**src/rtl/arb_pkg.sv**
```systemverilog
package arb_pkg;
   localparam int ARB_DEF_CH = 8;

   // (a + b) mod n for 0 <= a,b < n
   function automatic int wrap_add(input int a, input int b, input int n);
      int s;
      s = a + b;
      if (s >= n) s = s - n;
      return s;
   endfunction
endpackage

```
**src/rtl/arb_pick.sv**
```systemverilog
module arb_pick
   import arb_pkg::*;
#(
   parameter int NUM_CH = ARB_DEF_CH,
   localparam int IDX_W = $clog2(NUM_CH)
)(
   input  logic [NUM_CH-1:0] req,
   input  logic [IDX_W-1:0]  base,
   output logic              hit,
   output logic [IDX_W-1:0]  idx
);
   always_comb begin
      hit = 1'b0;
      idx = '0;
      for (int k = 0; k < NUM_CH; k++) begin
         int c;
         c = wrap_add(int'(base), k, NUM_CH);
         if (!hit && req[c]) begin
            hit = 1'b1;
            idx = IDX_W'(c);
         end
      end
   end
endmodule

```
**src/rtl/arb_rotor.sv**
```systemverilog
module arb_rotor
   import arb_pkg::*;
#(
   parameter int NUM_CH = ARB_DEF_CH,
   localparam int IDX_W = $clog2(NUM_CH)
)(
   input  logic             clk,
   input  logic             rst_n,
   input  logic             adv,
   input  logic [IDX_W-1:0] last,
   output logic [IDX_W-1:0] ptr
);
   always_ff @(posedge clk or negedge rst_n) begin
      if (!rst_n)   ptr <= '0;
      else if (adv) ptr <= IDX_W'(wrap_add(int'(last), 1, NUM_CH));
   end
endmodule

```
**src/rtl/chan_bus_arbiter.sv**
```systemverilog
module chan_bus_arbiter
   import arb_pkg::*;
#(
   parameter int NUM_CH = ARB_DEF_CH,
   localparam int IDX_W = $clog2(NUM_CH)
)(
   input  logic              clk,
   input  logic              rst_n,
   input  logic [NUM_CH-1:0] req,
   input  logic              rr_mode,
   input  logic              rmw_wait,
   input  logic              cpu_rmw_busy,
   input  logic              abort_en,
   input  logic              nmi_active,
   input  logic              xfer_done,
   output logic [NUM_CH-1:0] grant,
   output logic [IDX_W-1:0]  grant_idx,
   output logic              cpu_hold
);
   generate
      if (NUM_CH < 2) begin : g_bad_count
         $error("chan_bus_arbiter: NUM_CH must be at least 2");
      end
   endgenerate

   logic             gnt_vld;
   logic [IDX_W-1:0] gnt_idx;
   logic [IDX_W-1:0] rot_ptr;
   logic [IDX_W-1:0] pick_base;
   logic             pick_hit;
   logic [IDX_W-1:0] pick_idx;
   logic             cancel;
   logic             issue_ok;
   logic             complete;

   assign cancel    = abort_en && nmi_active;
   assign issue_ok  = !cancel && !(rmw_wait && cpu_rmw_busy);
   assign complete  = gnt_vld && xfer_done && !cancel;
   assign pick_base = rr_mode ? rot_ptr : '0;

   arb_pick #(.NUM_CH(NUM_CH)) u_pick (
      .req  (req),
      .base (pick_base),
      .hit  (pick_hit),
      .idx  (pick_idx)
   );

   arb_rotor #(.NUM_CH(NUM_CH)) u_rotor (
      .clk   (clk),
      .rst_n (rst_n),
      .adv   (complete && rr_mode),
      .last  (gnt_idx),
      .ptr   (rot_ptr)
   );

   always_ff @(posedge clk or negedge rst_n) begin
      if (!rst_n) begin
         gnt_vld <= 1'b0;
         gnt_idx <= '0;
      end else if (cancel) begin
         gnt_vld <= 1'b0;
      end else if (complete) begin
         gnt_vld <= 1'b0;
      end else if (!gnt_vld && issue_ok && pick_hit) begin
         gnt_vld <= 1'b1;
         gnt_idx <= pick_idx;
      end
   end

   generate
      for (genvar i = 0; i < NUM_CH; i++) begin : g_onehot
         assign grant[i] = gnt_vld && (gnt_idx == IDX_W'(i));
      end
   endgenerate

   assign grant_idx = gnt_idx;
   assign cpu_hold  = gnt_vld;
endmodule

```
**config.mk**
```make
export PLATFORM = sky130hd
export DESIGN_NAME = chan_bus_arbiter
export DESIGN_NICKNAME = d
export VERILOG_FILES = /design/src/rtl/arb_pkg.sv /design/src/rtl/arb_pick.sv /design/src/rtl/arb_rotor.sv /design/src/rtl/chan_bus_arbiter.sv
export SDC_FILE = /design/constraint.sdc
export NUM_CORES = 1
export LEC_CHECK = 0
export BUFFER_PORTS_ARGS = -buffer_cell sky130_fd_sc_hd__buf_2
export CAP_MARGIN = 20
export CORE_UTILIZATION = 40
export CTS_CLUSTER_SIZE = 30
export DETAILED_ROUTE_END_ITERATION = 10
export SYNTH_ARGS = -nofsm -noshare
export SYNTH_HDL_FRONTEND = slang
export SYNTH_SLANG_ARGS = --single-unit
```
**constraint.sdc**
```tcl
create_clock -name clk -period 3.3 [get_ports clk]
set_clock_uncertainty 0.05 [all_clocks]
set_input_delay 0.165 -clock clk [delete_from_list [all_inputs] [get_ports clk]]
set_output_delay 0.165 -clock clk [all_outputs]
set_load 0.02 [all_outputs]
```
==> impl_results.md, run 1 <==
- First-pass GRT wire length: 7.54 mm
- Worst Hold Launch: xfer_done
- Status: completed
- Seq/Total Area, Yosys: 0.112
- GRT overflow: 0
- Top-count cell post-synth: nand2_1
- DR iter-0 viols: 82
- Final Util: 0.488
- WHS: 0.109 ns
- Synth Register Bits: 7
- Post-synth EDFFs: 0
- Post_cts resized: 0
- Drt wl/cell: 16.9 um
- # diodes: 0
- Critical Path Source: u_rotor.ptr[0]
- Die area: 4150 sq um
- Syn Inst Count: 183
- Clock-pin slew on the worst setup and hold paths: 0.04 ns
- P_int: 0.747 mW
- Fin. Hold Viols: 0
- Average size of a mapped cell: 8.51 sq um
- Hold Crit Class: input port to flop
- Final nets: 239
- Period utilization: 0.931
- CTS Buf Count: 3
- Final HPWL DP: 3.69 mm
- Top cells by count, synth: nand2_1, mux2i_1, a21oi_1, nor2_1, o21ai_0
- Crit path launch type: flop
- Routed Antenna Nets: 0
- FILL cells: 367
- Share of the synthesized area in the top cell type: 0.112
- Maximum VDD drop: 0.000399 V
- Final setup viols: 0
- Leakage: 0.827 nW
- Initial antenna violation count: 0
- Fin. max-slew vios: 0
- Root Buffer: clkbuf_8
- Die X: 64.4 um
- Synthesis-to-layout area growth: 15.7%
- Switching Share: 0.505
- Pin count of the biggest net entering global routing: 21
- NetSw: 0.760 mW
- Core area: 3690 sq um
- Top post-synthesis cells by area: dfrtp_1, mux4_2, mux2i_1
- Worst slew margin: 0.536
- Distinct cells, synth: 62
- Global placer's final weighted congestion: 0.958
- Router iterations before antenna repair: 5
- Max Clk Rate: 325 MHz
- Total Wirelength: 4.43 mm
- Unrepaired setup endpoints after global routing: no
- Worst-path maximum fanout: 12
- Power Dens Cells: 836 nW/um^2
- Max clock buf depth: 2
- Syn Nets: 206
- Clock sink count: 7
- Area of the mapped netlist: 1560 sq um
- Vias in the first global route: 1595
- Async set-reset flop share out of synthesis: 1.00
- Yosys Warn Count: 0
- Num rows: 22
- Sequential power share: 0.132
- Clock network fraction of design power: 0.078
- I/O pin count: 28
- Fraction of layout cells with a size suffix above 1: 0.293
- Comb power frac: 0.790
- DR DRC count: 0
- Vias: 1605
- Via density: 6.10
- Port bufs: 27
- Post-CTS setup repair buffer count: 0
- WP data required: 3.36 ns
- Worst reg2reg path startpoint: u_rotor.ptr[0]
- Max capacitance violation total: 0
- Worst Setup Path Type: flop to flop
- Top FF cell, synth: dfrtp_1
- Starting Density: 0.422
- CTS tree: done
- Worst EP arrival: 3.13 ns
- Clk Latency, worst-skew pair: 0.22 ns
- Area leader, netlist: dfrtp_1
- Die Span Y: 64.4 um
- Endpoint class of the critical path: flop
- Htree depth: 1
- GRT Total Usage: 0.232
- Worst slew pin tran: 0.691 ns
- Post-layout min period: 3.07 ns
- Setup tns final: 0 ns
-- logic make-up (layout without fill, tap and decap cells) --
family	count (synthesis)	after routing	share of synthesized area
compound gates	54	54	0.239
xor+xnor	2	2	0.0112
fa+ha+maj	7	7	0.0562
buf+inv	19	51	0.0747
flops	7	7	0.112
mux	28	28	0.263
simple gates	66	66	0.244
-- area by class of cell --
type                       count  area [sq um]  area share
sequential                     7           175      0.0972
multi-input combinational    157          1270       0.703
timing repair buffer          37           213       0.118
inverter                      10          42.5      0.0236
tap                           48          60.1      0.0333
clock buffer                   4          45.0      0.0250
-- worst paths after layout --
path                                  end  slack [ns]  cells after the start
max reg2reg                  grant_idx[0]        0.23                     10
min in group asynchronous  u_rotor.ptr[2]        0.25                      2
max in group asynchronous    grant_idx[1]        2.80                      2
min                              cpu_hold        0.11                      2
max                          grant_idx[0]        0.23                     10
min reg2reg                u_rotor.ptr[0]        0.52                      1
-- repair_timing --
item                       in CTS  in global routing
setup endpoints to repair       0                  0
hold buffers                    1                  0
hold endpoints to repair        7                  0
-- critical path, stage by stage (launching register included) --
cell and delay [ns]:
dfrtp_1 0.39, and2_4 0.23, inv_6 0.13, ha_1 0.16, and3b_1 0.21, or2_2 0.30, a32o_1 0.29, nor4b_4 0.32
or4b_4 0.52, and2_4 0.19, a31o_1 0.17
-- power groups by stage --
| stage | Sequential, mW | Combinational (mW) | Clock (mW) |
|---|---|---|---|
| after global placement | 0.193 | 1.17 | 0 |
| after detailed placement | 0.197 | 1.18 | 0 |
| after global routing | 0.209 | 1.30 | 0.124 |
| final | 0.199 | 1.19 | 0.118 |
| after floorplan | 0.188 | 0.904 | 0 |
| after CTS | 0.198 | 1.18 | 0.120 |
-- layout by cell type, fill, tap and decap left out, drive strengths merged, types with 2 or more instances in the layout --
cell type and count:
buf 36, nand2 23, mux2i 12, nor2 10, a21oi 10, o21ai 10, and2 10, inv 10
mux4 8, mux2 8, ha 7, dfrtp 7, a21boi 5, and3 4, nand3 4, a22oi 4
clkbuf 4, nor4bb 3, a211oi 3, nor2b 2, xor2 2, a32oi 2, o22ai 2, a31oi 2
-- stage by stage --
| step | cells | total power [mW] | worst slack (ns) | area, sq um |
|---|---|---|---|---|
| 6_report | 263 | 1.51 | 0.227 | 1800 |
| 5_1_grt | 263 | 1.64 | 0.0808 | 1800 |
| 4_1_cts | 263 | 1.50 | 0.228 | 1800 |
| 3_5_place_dp | 258 | 1.38 | 0.166 | 1750 |
| 3_3_place_gp | 258 | 1.36 | 0.251 | 1750 |
| 2_1_floorplan | 183 | 1.09 | 0.202 | 1560 |
-- per-layer routing --
| metal | vias up | track usage | wire length (um) |
|---|---|---|---|
| met2 | 62 | 0.426 | 2200 |
| met4 | 0 | 0.0917 | 121 |
| met1 | 762 | 0.275 | 1940 |
| li1 | 765 | - | - |
| met3 | 16 | 0.0196 | 179 |
| met5 | - | 0 | 0 |
-- flip-flops by register name, indices dropped and copies added (netlist names) --
register	count
u_rotor.ptr	3
cpu_hold	1
grant_idx	3
Note: power is estimated with default switching activity, not from simulation.
==> inputs of run 2 (changes only) <==
--- a/config.mk
+++ b/config.mk
@@ -7,6 +7,7 @@
 export LEC_CHECK = 0
 export BUFFER_PORTS_ARGS = -buffer_cell sky130_fd_sc_hd__buf_2
 export CAP_MARGIN = 20
+export CORE_MARGIN = 2
 export CORE_UTILIZATION = 40
 export CTS_CLUSTER_SIZE = 30
 export DETAILED_ROUTE_END_ITERATION = 10
==> impl_results.md, run 2 (synthesis results as in run 1) <==
- Final nets: 240
- Die area: 4410 sq um
- Worst-path maximum fanout: 12
- GRT overflow: 0
- Routed Antenna Nets: 0
- Fraction of layout cells with a size suffix above 1: 0.296
- Fin. max-slew vios: 0
- Starting Density: 0.419
- Router iterations before antenna repair: 4
- Core area: 3720 sq um
- I/O pin count: 28
- Via density: 6.23
- Pin count of the biggest net entering global routing: 21
- Max capacitance violation total: 0
- Most frequent cells in the layout: buf_2, nand2_1, mux2i_1
- CP peak stage delay: 0.52 ns
- Endpoint class of the critical path: flop
- Root Buffer: clkbuf_8
- Vias: 1645
- FILL cells: 370
- Port bufs: 27
- Synthesis-to-layout area growth: 16.1%
- Reg2reg setup slack: 0.18 ns
- # diodes: 0
- Die Span Y: 66.4 um
- Num rows: 22
- Worst slew margin: 0.563
- Most common cell on crit path: and2_4
- Worst path slowest cell: or4b_4
- CTS Buf Count: 3
- Clk Latency, worst-skew pair: 0.23 ns
- Pre-CTS WS: 0.138 ns
- Htree depth: 1
- Worst slew pin tran: 0.650 ns
- Most common cell after layout, fill and taps aside: buf_2
- Fin. Hold Viols: 0
- DR DRC count: 0
- Worst EP arrival: 3.19 ns
- Critical path's top delay family: simple AND/OR/NAND/NOR gates
- Max Clk Rate: 321 MHz
- Unrepaired setup endpoints after global routing: no
- Status: completed
- Max clock buf depth: 2
- Cells along the critical path: and2_4 > inv_6 > ha_1 > and3b_1 > or2_2 > a32o_1 > nor4b_4 > or4b_4 > and2_4 > a31o_1
- Vias in the first global route: 1583
- Leakage: 0.832 nW
- Die X: 66.4 um
- Final setup viols: 0
- Worst Setup Path Type: flop to flop
- Hold Crit Class: input port to flop
- Setup tns final: 0 ns
- Final HPWL DP: 3.65 mm
- Post-CTS setup repair buffer count: 0
- Register Area: 175 sq um
- DR iter-0 viols: 136
- CTS tree: done
- WP data required: 3.37 ns
- Total Wirelength: 4.66 mm
- Buf/Inv on CP: 1
- GRT Total Usage: 0.226
- Power Dens Cells: 856 nW/um^2
- First-pass GRT wire length: 7.67 mm
- Drt wl/cell: 17.7 um
- Dpl cells: 259
- Non-Filler Instances: 264
- Multi-input logic area: 1270 sq um
- Crit path launch type: flop
- Clock-pin slew on the worst setup and hold paths: 0.04 ns
- Period utilization: 0.945
- Maximum VDD drop: 0.000332 V
- Global placer's final weighted congestion: 0.956
- Final WS setup: 0.182 ns
- Initial antenna violation count: 0
- Clock sink count: 7
- Post-layout min period: 3.12 ns
[run 2: cell count changes in the layout (fill, tap and decap cells not counted), sizes merged]
| cell | previous run | this run |
|---|---|---|
| buf | 36 | 37 |
[run 2: final timing paths]
path                                 from        endpoint  cells after the start
setup / recovery           u_rotor.ptr[0]    grant_idx[0]                     10
hold / removal                  xfer_done        cpu_hold                      2
setup reg to reg           u_rotor.ptr[0]    grant_idx[0]                     10
hold reg to reg              grant_idx[0]  u_rotor.ptr[0]                      1
max in group asynchronous           rst_n  u_rotor.ptr[0]                      2
min in group asynchronous           rst_n    grant_idx[2]                      2
[run 2: final cells by class]
cell class / count / area share
clock buffers: 4 / 0.0249
repair buffers: 38 / 0.122
well taps: 48 / 0.0332
inverters: 10 / 0.0235
multi-input cells: 157 / 0.700
flip-flops and latches: 7 / 0.0968
[run 2: report_power, final]
| group | total, mW | switching [mW] | internal (mW) | leakage [nW] |
|---|---|---|---|---|
| combinational | 1.22 | 0.677 | 0.547 | 0.727 |
| sequential | 0.201 | 0.0756 | 0.125 | 0.0822 |
| clock | 0.124 | 0.0398 | 0.0838 | 0.0228 |
[run 2: layer usage]
layer,wire (um),share of wire,global-route usage,vias up
met5,0,0,0,-
met4,51,0.011,0.0434,0
met3,312,0.067,0.0290,6
met2,2150,0.46,0.374,81
met1,2150,0.46,0.315,793
li1,-,-,-,765
[run 2: timing repair]
item / CTS / global route
endpoints found under the hold margin: 7 / 0
hold buffers: 1 / 0
setup endpoints to repair: 0 / 0
resized for setup: 0 / 0
[run 2: metrics by stage]
step | utilization | instance area (sq um) | hold WS (ns) | power, mW
after floorplan | - | 1560 | -0.181 | 1.09
after global placement | 0.472 | 1750 | -0.0463 | 1.37
after detailed placement | 0.472 | 1750 | -0.0406 | 1.39
after CTS | 0.487 | 1810 | 0.104 | 1.52
after global routing | 0.487 | 1810 | 0.118 | 1.67
final | 0.487 | 1810 | 0.0978 | 1.55
